==> src/rtl/seq_pkg.sv <==
package seq_pkg;
  localparam int INSTR_W = 32;
  localparam int REG_W   = 8;
  localparam int TGT_W   = 9;

  typedef enum logic [1:0] {
    CLS_ALU  = 2'd0,
    CLS_JUMP = 2'd1,
    CLS_CMP  = 2'd2,
    CLS_BAD  = 2'd3
  } op_class_e;

  localparam logic [3:0] OP_JMP  = 4'b1000;
  localparam logic [3:0] OP_JC   = 4'b1001;
  localparam logic [3:0] OP_JNC  = 4'b1010;
  localparam logic [3:0] OP_CALL = 4'b1011;
  localparam logic [3:0] OP_JNE  = 4'b1100;
  localparam logic [3:0] OP_JNZ  = 4'b1101;
  localparam logic [3:0] OP_JE   = 4'b1110;
  localparam logic [3:0] OP_JZ   = 4'b1111;

  typedef struct packed {
    op_class_e        cls;
    logic [3:0]       op;
    logic             ret;
    logic [TGT_W-1:0] tgt;
    logic [REG_W-1:0] dst;
    logic [REG_W-1:0] src;
    logic [REG_W-1:0] imm;
    logic             side_wr;
  } dec_t;
endpackage

==> src/rtl/seq_decode.sv <==
module seq_decode
  import seq_pkg::*;
(
  input  logic [INSTR_W-1:0] instr,
  output dec_t               dec
);
  logic [2:0] hi_bits;

  always_comb begin
    hi_bits     = instr[31:29];
    dec.op      = instr[28:25];
    dec.ret     = instr[24];
    dec.tgt     = instr[24:16];
    dec.dst     = instr[23:16];
    dec.src     = instr[15:8];
    dec.imm     = instr[7:0];
    dec.side_wr = (instr[15:8] != '0) || (instr[7:0] != '0);
    if (hi_bits != 3'b000) begin
      dec.cls = CLS_BAD;
    end else begin
      unique casez (instr[28:25])
        4'b00??, 4'b010?: dec.cls = CLS_ALU;
        4'b011?:          dec.cls = CLS_BAD;
        4'b10??:          dec.cls = CLS_JUMP;
        default:          dec.cls = CLS_CMP;
      endcase
    end
  end
endmodule

==> src/rtl/seq_cond.sv <==
module seq_cond
  import seq_pkg::*;
(
  input  dec_t             dec,
  input  logic             carry_in,
  input  logic [REG_W-1:0] src_data,
  output logic             take
);
  logic eq_hit;
  logic mask_zero;

  always_comb begin
    eq_hit    = (src_data == dec.imm);
    mask_zero = ((src_data & dec.imm) == '0);
    take      = 1'b0;
    if (dec.cls == CLS_JUMP || dec.cls == CLS_CMP) begin
      case (dec.op)
        OP_JMP:  take = 1'b1;
        OP_CALL: take = 1'b1;
        OP_JC:   take = carry_in;
        OP_JNC:  take = !carry_in;
        OP_JNE:  take = !eq_hit;
        OP_JE:   take = eq_hit;
        OP_JNZ:  take = !mask_zero;
        OP_JZ:   take = mask_zero;
        default: take = 1'b0;
      endcase
    end
  end
endmodule

==> src/rtl/seq_rstack.sv <==
module seq_rstack #(
  parameter int DEPTH = 4,
  parameter int AW    = 9
) (
  input  logic          clk,
  input  logic          rst_n,
  input  logic          push,
  input  logic          pop,
  input  logic [AW-1:0] push_val,
  output logic [AW-1:0] top,
  output logic          empty,
  output logic          full
);
  localparam int CW = $clog2(DEPTH + 1);
  localparam int IW = (DEPTH > 1) ? $clog2(DEPTH) : 1;

  logic [AW-1:0] slots [DEPTH];
  logic [CW-1:0] count;
  logic [IW-1:0] wr_idx;
  logic [IW-1:0] rd_idx;

  assign empty  = (count == '0);
  assign full   = (count == CW'(DEPTH));
  assign wr_idx = IW'(count);
  assign rd_idx = IW'(count - CW'(1));
  assign top    = empty ? '0 : slots[rd_idx];

  always_ff @(posedge clk) begin
    if (!rst_n) begin
      count <= '0;
    end else if (push && !full) begin
      count <= count + CW'(1);
    end else if (pop && !empty) begin
      count <= count - CW'(1);
    end
  end

  for (genvar g = 0; g < DEPTH; g++) begin : g_slot
    always_ff @(posedge clk) begin
      if (!rst_n) begin
        slots[g] <= '0;
      end else if (push && !full && wr_idx == IW'(g)) begin
        slots[g] <= push_val;
      end
    end
  end
endmodule

==> src/rtl/seq_branch_unit.sv <==
module seq_branch_unit
  import seq_pkg::*;
#(
  parameter int STK_DEPTH = 4
) (
  input  logic               clk,
  input  logic               rst_n,
  input  logic               instr_valid,
  output logic               instr_ready,
  input  logic [INSTR_W-1:0] instr,
  input  logic               carry_in,
  input  logic [REG_W-1:0]   src_data,
  output logic [TGT_W-1:0]   fetch_addr,
  output logic               dst_we,
  output logic               dst_to_index,
  output logic [REG_W-1:0]   dst_addr,
  output logic               illegal,
  output logic               stk_overflow,
  output logic               stk_underflow
);
  dec_t             dec;
  logic             take;
  logic             fire;
  logic             is_bad;
  logic             push_req;
  logic             pop_req;
  logic [TGT_W-1:0] pc_q;
  logic [TGT_W-1:0] pc_inc;
  logic [TGT_W-1:0] pc_nxt;
  logic [TGT_W-1:0] stk_top;
  logic             stk_empty;
  logic             stk_full;
  logic             halt_q;
  logic             ovf_q;
  logic             unf_q;

  seq_decode u_dec (
    .instr (instr),
    .dec   (dec)
  );

  seq_cond u_cond (
    .dec      (dec),
    .carry_in (carry_in),
    .src_data (src_data),
    .take     (take)
  );

  seq_rstack #(
    .DEPTH (STK_DEPTH),
    .AW    (TGT_W)
  ) u_stk (
    .clk      (clk),
    .rst_n    (rst_n),
    .push     (push_req),
    .pop      (pop_req),
    .push_val (pc_inc),
    .top      (stk_top),
    .empty    (stk_empty),
    .full     (stk_full)
  );

  assign instr_ready = !halt_q;
  assign fire        = instr_valid && !halt_q;
  assign is_bad      = (dec.cls == CLS_BAD);
  assign pc_inc      = pc_q + TGT_W'(1);
  assign push_req    = fire && (dec.cls == CLS_JUMP) && (dec.op == OP_CALL);
  assign pop_req     = fire && (dec.cls == CLS_ALU) && dec.ret;

  always_comb begin
    pc_nxt = pc_q;
    if (fire && !is_bad) begin
      if ((dec.cls == CLS_JUMP || dec.cls == CLS_CMP) && take) begin
        pc_nxt = dec.tgt;
      end else if (pop_req && !stk_empty) begin
        pc_nxt = stk_top;
      end else begin
        pc_nxt = pc_inc;
      end
    end
  end

  always_comb begin
    dst_we       = 1'b0;
    dst_to_index = 1'b0;
    dst_addr     = '0;
    if (fire) begin
      if (dec.cls == CLS_ALU) begin
        dst_we   = 1'b1;
        dst_addr = dec.dst;
      end else if (dec.cls == CLS_JUMP && dec.side_wr) begin
        dst_we       = 1'b1;
        dst_to_index = 1'b1;
      end
    end
  end

  always_ff @(posedge clk) begin
    if (!rst_n) begin
      pc_q   <= '0;
      halt_q <= 1'b0;
      ovf_q  <= 1'b0;
      unf_q  <= 1'b0;
    end else begin
      pc_q <= pc_nxt;
      if (fire && is_bad) halt_q <= 1'b1;
      if (push_req && stk_full) ovf_q <= 1'b1;
      if (pop_req && stk_empty) unf_q <= 1'b1;
    end
  end

  assign fetch_addr    = pc_q;
  assign illegal       = halt_q;
  assign stk_overflow  = ovf_q;
  assign stk_underflow = unf_q;
endmodule

==> config.mk <==
export PLATFORM = sky130hd
export DESIGN_NAME = seq_branch_unit
export DESIGN_NICKNAME = d
export VERILOG_FILES = /design/src/rtl/seq_pkg.sv /design/src/rtl/seq_decode.sv /design/src/rtl/seq_cond.sv /design/src/rtl/seq_rstack.sv /design/src/rtl/seq_branch_unit.sv
export SDC_FILE = /design/constraint.sdc
export NUM_CORES = 1
export LEC_CHECK = 0
export BUFFER_PORTS_ARGS = -buffer_cell sky130_fd_sc_hd__buf_2
export CELL_PAD_IN_SITES_DETAIL_PLACEMENT = 0
export CELL_PAD_IN_SITES_GLOBAL_PLACEMENT = 1
export CORE_MARGIN = 2
export CORE_UTILIZATION = 40
export CTS_CLUSTER_DIAMETER = 30
export DETAILED_ROUTE_END_ITERATION = 12
export PLACE_DENSITY = 0.83
export SYNTH_ARGS = -nofsm -noshare
export SYNTH_HDL_FRONTEND = slang
export SYNTH_SLANG_ARGS = --single-unit
==> constraint.sdc <==
create_clock -name clk -period 3.5 [get_ports clk]
set_input_delay 0.35 -clock clk [delete_from_list [all_inputs] [get_ports clk]]
set_output_delay 0.35 -clock clk [all_outputs]
set_load 0.01 [all_outputs]
==> run metrics <==
status=complete, no violations; total track usage=16.9%; Area growth, synth to finish=19.4%; slowest stage delay, CP=about 620 ps; post-layout min period=around 2400 ps; final global-route overflow total=0; PortBufs=66; overall die width=about 90 µm; CP max FO=12; # rows=31; fin. max-slew vios=0; fillers=between 600 and 700; cts bufs inserted=5; maximum VDD drop=about 180 µV; flops & latches, synth=about 50; Crit path required time=approximately 3700 ps; final total power=between 1 and 1.5 mW; HP Class=in -> reg; ys flop type=edfxtp_1; DPL Wire Length=approximately 5.0 mm; Worst path top cell family by delay=multiplexers; Fmax achieved=around 420 MHz; CTS tree=built; Hold Vio Cnt, Final=0; via density per instance=~5.3; worst clock skew=5.24 ps; Ports=67; setup bufs post-CTS=0; share of post-route cells with drive strength above 1=between 20% and 30%; most common cell after layout, fill and taps aside=buf_2; Syn. warnings=0; CP bufs+invs=2; H-tree depth=2; multi-input logic area=between 1000 and 1500 µm²; Leakage=1.45 nW; total die area=about 8000 µm²; number of flops mapped to enable cells by yosys=36; total core area=slightly above 7000 µm²; # resized after CTS=0; 1st-pass router iterations=4; hold buffers post-CTS=0; Rel. slew slack=between 50% and 60%; ys async rst share=0%; Reg area=1380 µm²; Synth Cell Area=between 2000 and 3000 µm²; critical path class=reg -> reg; CTS sink cnt=51; distinct cell type count after synthesis=48; Setup TNS=0 ps; Least-Margin Pin Slew=656 ps; final period utilization=around two thirds; Setup violations, final=0; 1st-iter DRT viols=~160; via count=roughly 2400; most frequent cells in the layout=buf_2, nor2_1, edfxtp_1; unrepaired setup endpoints after global routing=false; GPL Wtd Cong=0.775; Total Wirelength=a little under 7 mm; routed wire length per instance=between 15 and 20 µm; clock latency on the worst-skew pair=between 300 and 400 ps; initial antenna violation count=0; worst-path cell with the longest stage delay=ha_1; Clk pin slew, worst setup/hold paths=about 100 ps; DRC viols=0; Die Ht=between 80 and 90 µm; WP data arrival=roughly 2600 ps; fin nets=approximately 400; Routed Antenna Nets=0; Syn Inst Count=275; Bufs on Longest Clock Path=2; synthesized area per cell=roughly 11 µm²; MaxCap Viol Count=0; sequential cell area fraction in the yosys report=46.9%; vias in the first global route=~2300; Antenna diodes=0; first-pass GRT wire length=11.1 mm; CTS Root Buffer Type=clkbuf_8; crit end category=register; syn nets=around 340; pwr dens=roughly 370 nW/µm²; type of origin of the critical path=register; Initial Util=about two fifths; largest net degree at the start of global routing=20; worst-path cell chain=buf_4, inv_1, ha_1, mux4_2, a31oi_1, a21oi_1, mux2_4
==> cell families (layout without fill, tap and decap cells) <==
group | after synthesis | in the layout | share of synthesized area [%]
and+or+nand+nor | 123 | 123 | 22.2
DFF | 51 | 51 | 46.9
AOI/OAI and AO/OA | 41 | 41 | 10.1
buffers and inverters | 24 | 92 | 3.48
adders and majority gates | 17 | 17 | 7.22
muxes | 12 | 12 | 8.06
xor gates and xnor gates | 7 | 7 | 2.08
==> where the power goes <==
| part | switching (mW) | total, mW | internal [mW] |
|---|---|---|---|
| Clock | 0.213 | 0.503 | 0.290 |
| Combinational | 0.0627 | 0.113 | 0.0504 |
| Sequential | 0.0118 | 0.674 | 0.662 |
| Total | 0.287 | 1.29 | 1.00 |
==> metrics by stage <==
| step | util [%] | area (µm²) | instances | setup WS (ps) | hold slack, ps |
|---|---|---|---|---|---|
| 3_3_place_gp | 47.1 | 3380 | 434 | 895 | 474 |
| 4_1_cts | 49.0 | 3520 | 442 | 1110 | 286 |
| 6_report | 49.0 | 3520 | 442 | 1130 | 287 |
| 5_1_grt | 49.0 | 3520 | 442 | 849 | 286 |
| 3_5_place_dp | 47.1 | 3380 | 434 | 852 | 490 |
| 2_1_floorplan | - | 2950 | 275 | 1230 | 491 |
==> metal layers <==
metal	global-route usage [%]	vias up	share of wire [%]
li1	-	1147	-
met1	21.5	1105	43
met5	0	-	0
met2	29.8	93	48
met3	3.35	8	8.0
met4	4.36	0	1.3
==> cell usage after synthesis, drive strengths merged, types with 2 or more instances <==
cell type | n | area [µm²]
nor3 | 4 | 20.0
a31oi | 3 | 18.8
edfxtp | 36 | 1080
xnor2 | 4 | 35.0
a21o | 4 | 30.0
mux4 | 9 | 203
nor2 | 50 | 188
o31ai | 2 | 15.0
xor2 | 3 | 26.3
o21ai | 13 | 65.1
nand2 | 11 | 41.3
nand4b | 2 | 23.8
nor2b | 3 | 18.8
a21oi | 4 | 20.0
nand4 | 3 | 18.8
nor3b | 2 | 20.0
nand3 | 15 | 95.1
nor4 | 8 | 56.3
mux2i | 2 | 20.0
nand2b | 4 | 25.0
and3 | 3 | 18.8
nand3b | 3 | 22.5
ha | 17 | 213
a221oi | 8 | 76.3
clkbuf | 5 | 18.8
buf | 4 | 27.5
and2 | 10 | 62.6
and3b | 3 | 27.5
inv | 15 | 56.3
dfxtp | 15 | 300
o211ai | 2 | 15.0
==> path summary, 6_finish.rpt <==
check | depth (start not counted) | from | endpoint | slack [ps]
max | 7 | u_stk.count[0] | fetch_addr[8] | 1130
min | 3 | instr[22] | fetch_addr[6] | 290
max reg2reg | 7 | u_stk.count[0] | fetch_addr[8] | 1130
min reg2reg | 2 | stk_overflow | stk_overflow | 510
==> state kept, by name, summed over array words and instances (netlist names) <==
signal         count
u_stk.slots       36
fetch_addr         9
u_stk.count        3
illegal            1
stk_overflow       1
stk_underflow      1
==> worst reg2reg max path, delay by kind of cell, from the launching register on <==
kind                     cells  cell delay (ps)
adder cells (fa/ha/maj)      1              620
multiplexers                 2              680
buffers and inverters        2              380
flip-flops                   1              320
AO/OA/AOI/OAI                2              260
==> layout make-up <==
cell class | count | share of cell area (%)
well taps | 99 | 3.52
repair buffers | 69 | 10.0
clock inverters | 3 | 2.03
multi-input cells | 200 | 41.6
clock buffers | 5 | 1.96
flip-flops and latches | 51 | 39.3
inverters | 15 | 1.60
No activity file was read; power rests on OpenSTA's default activity.
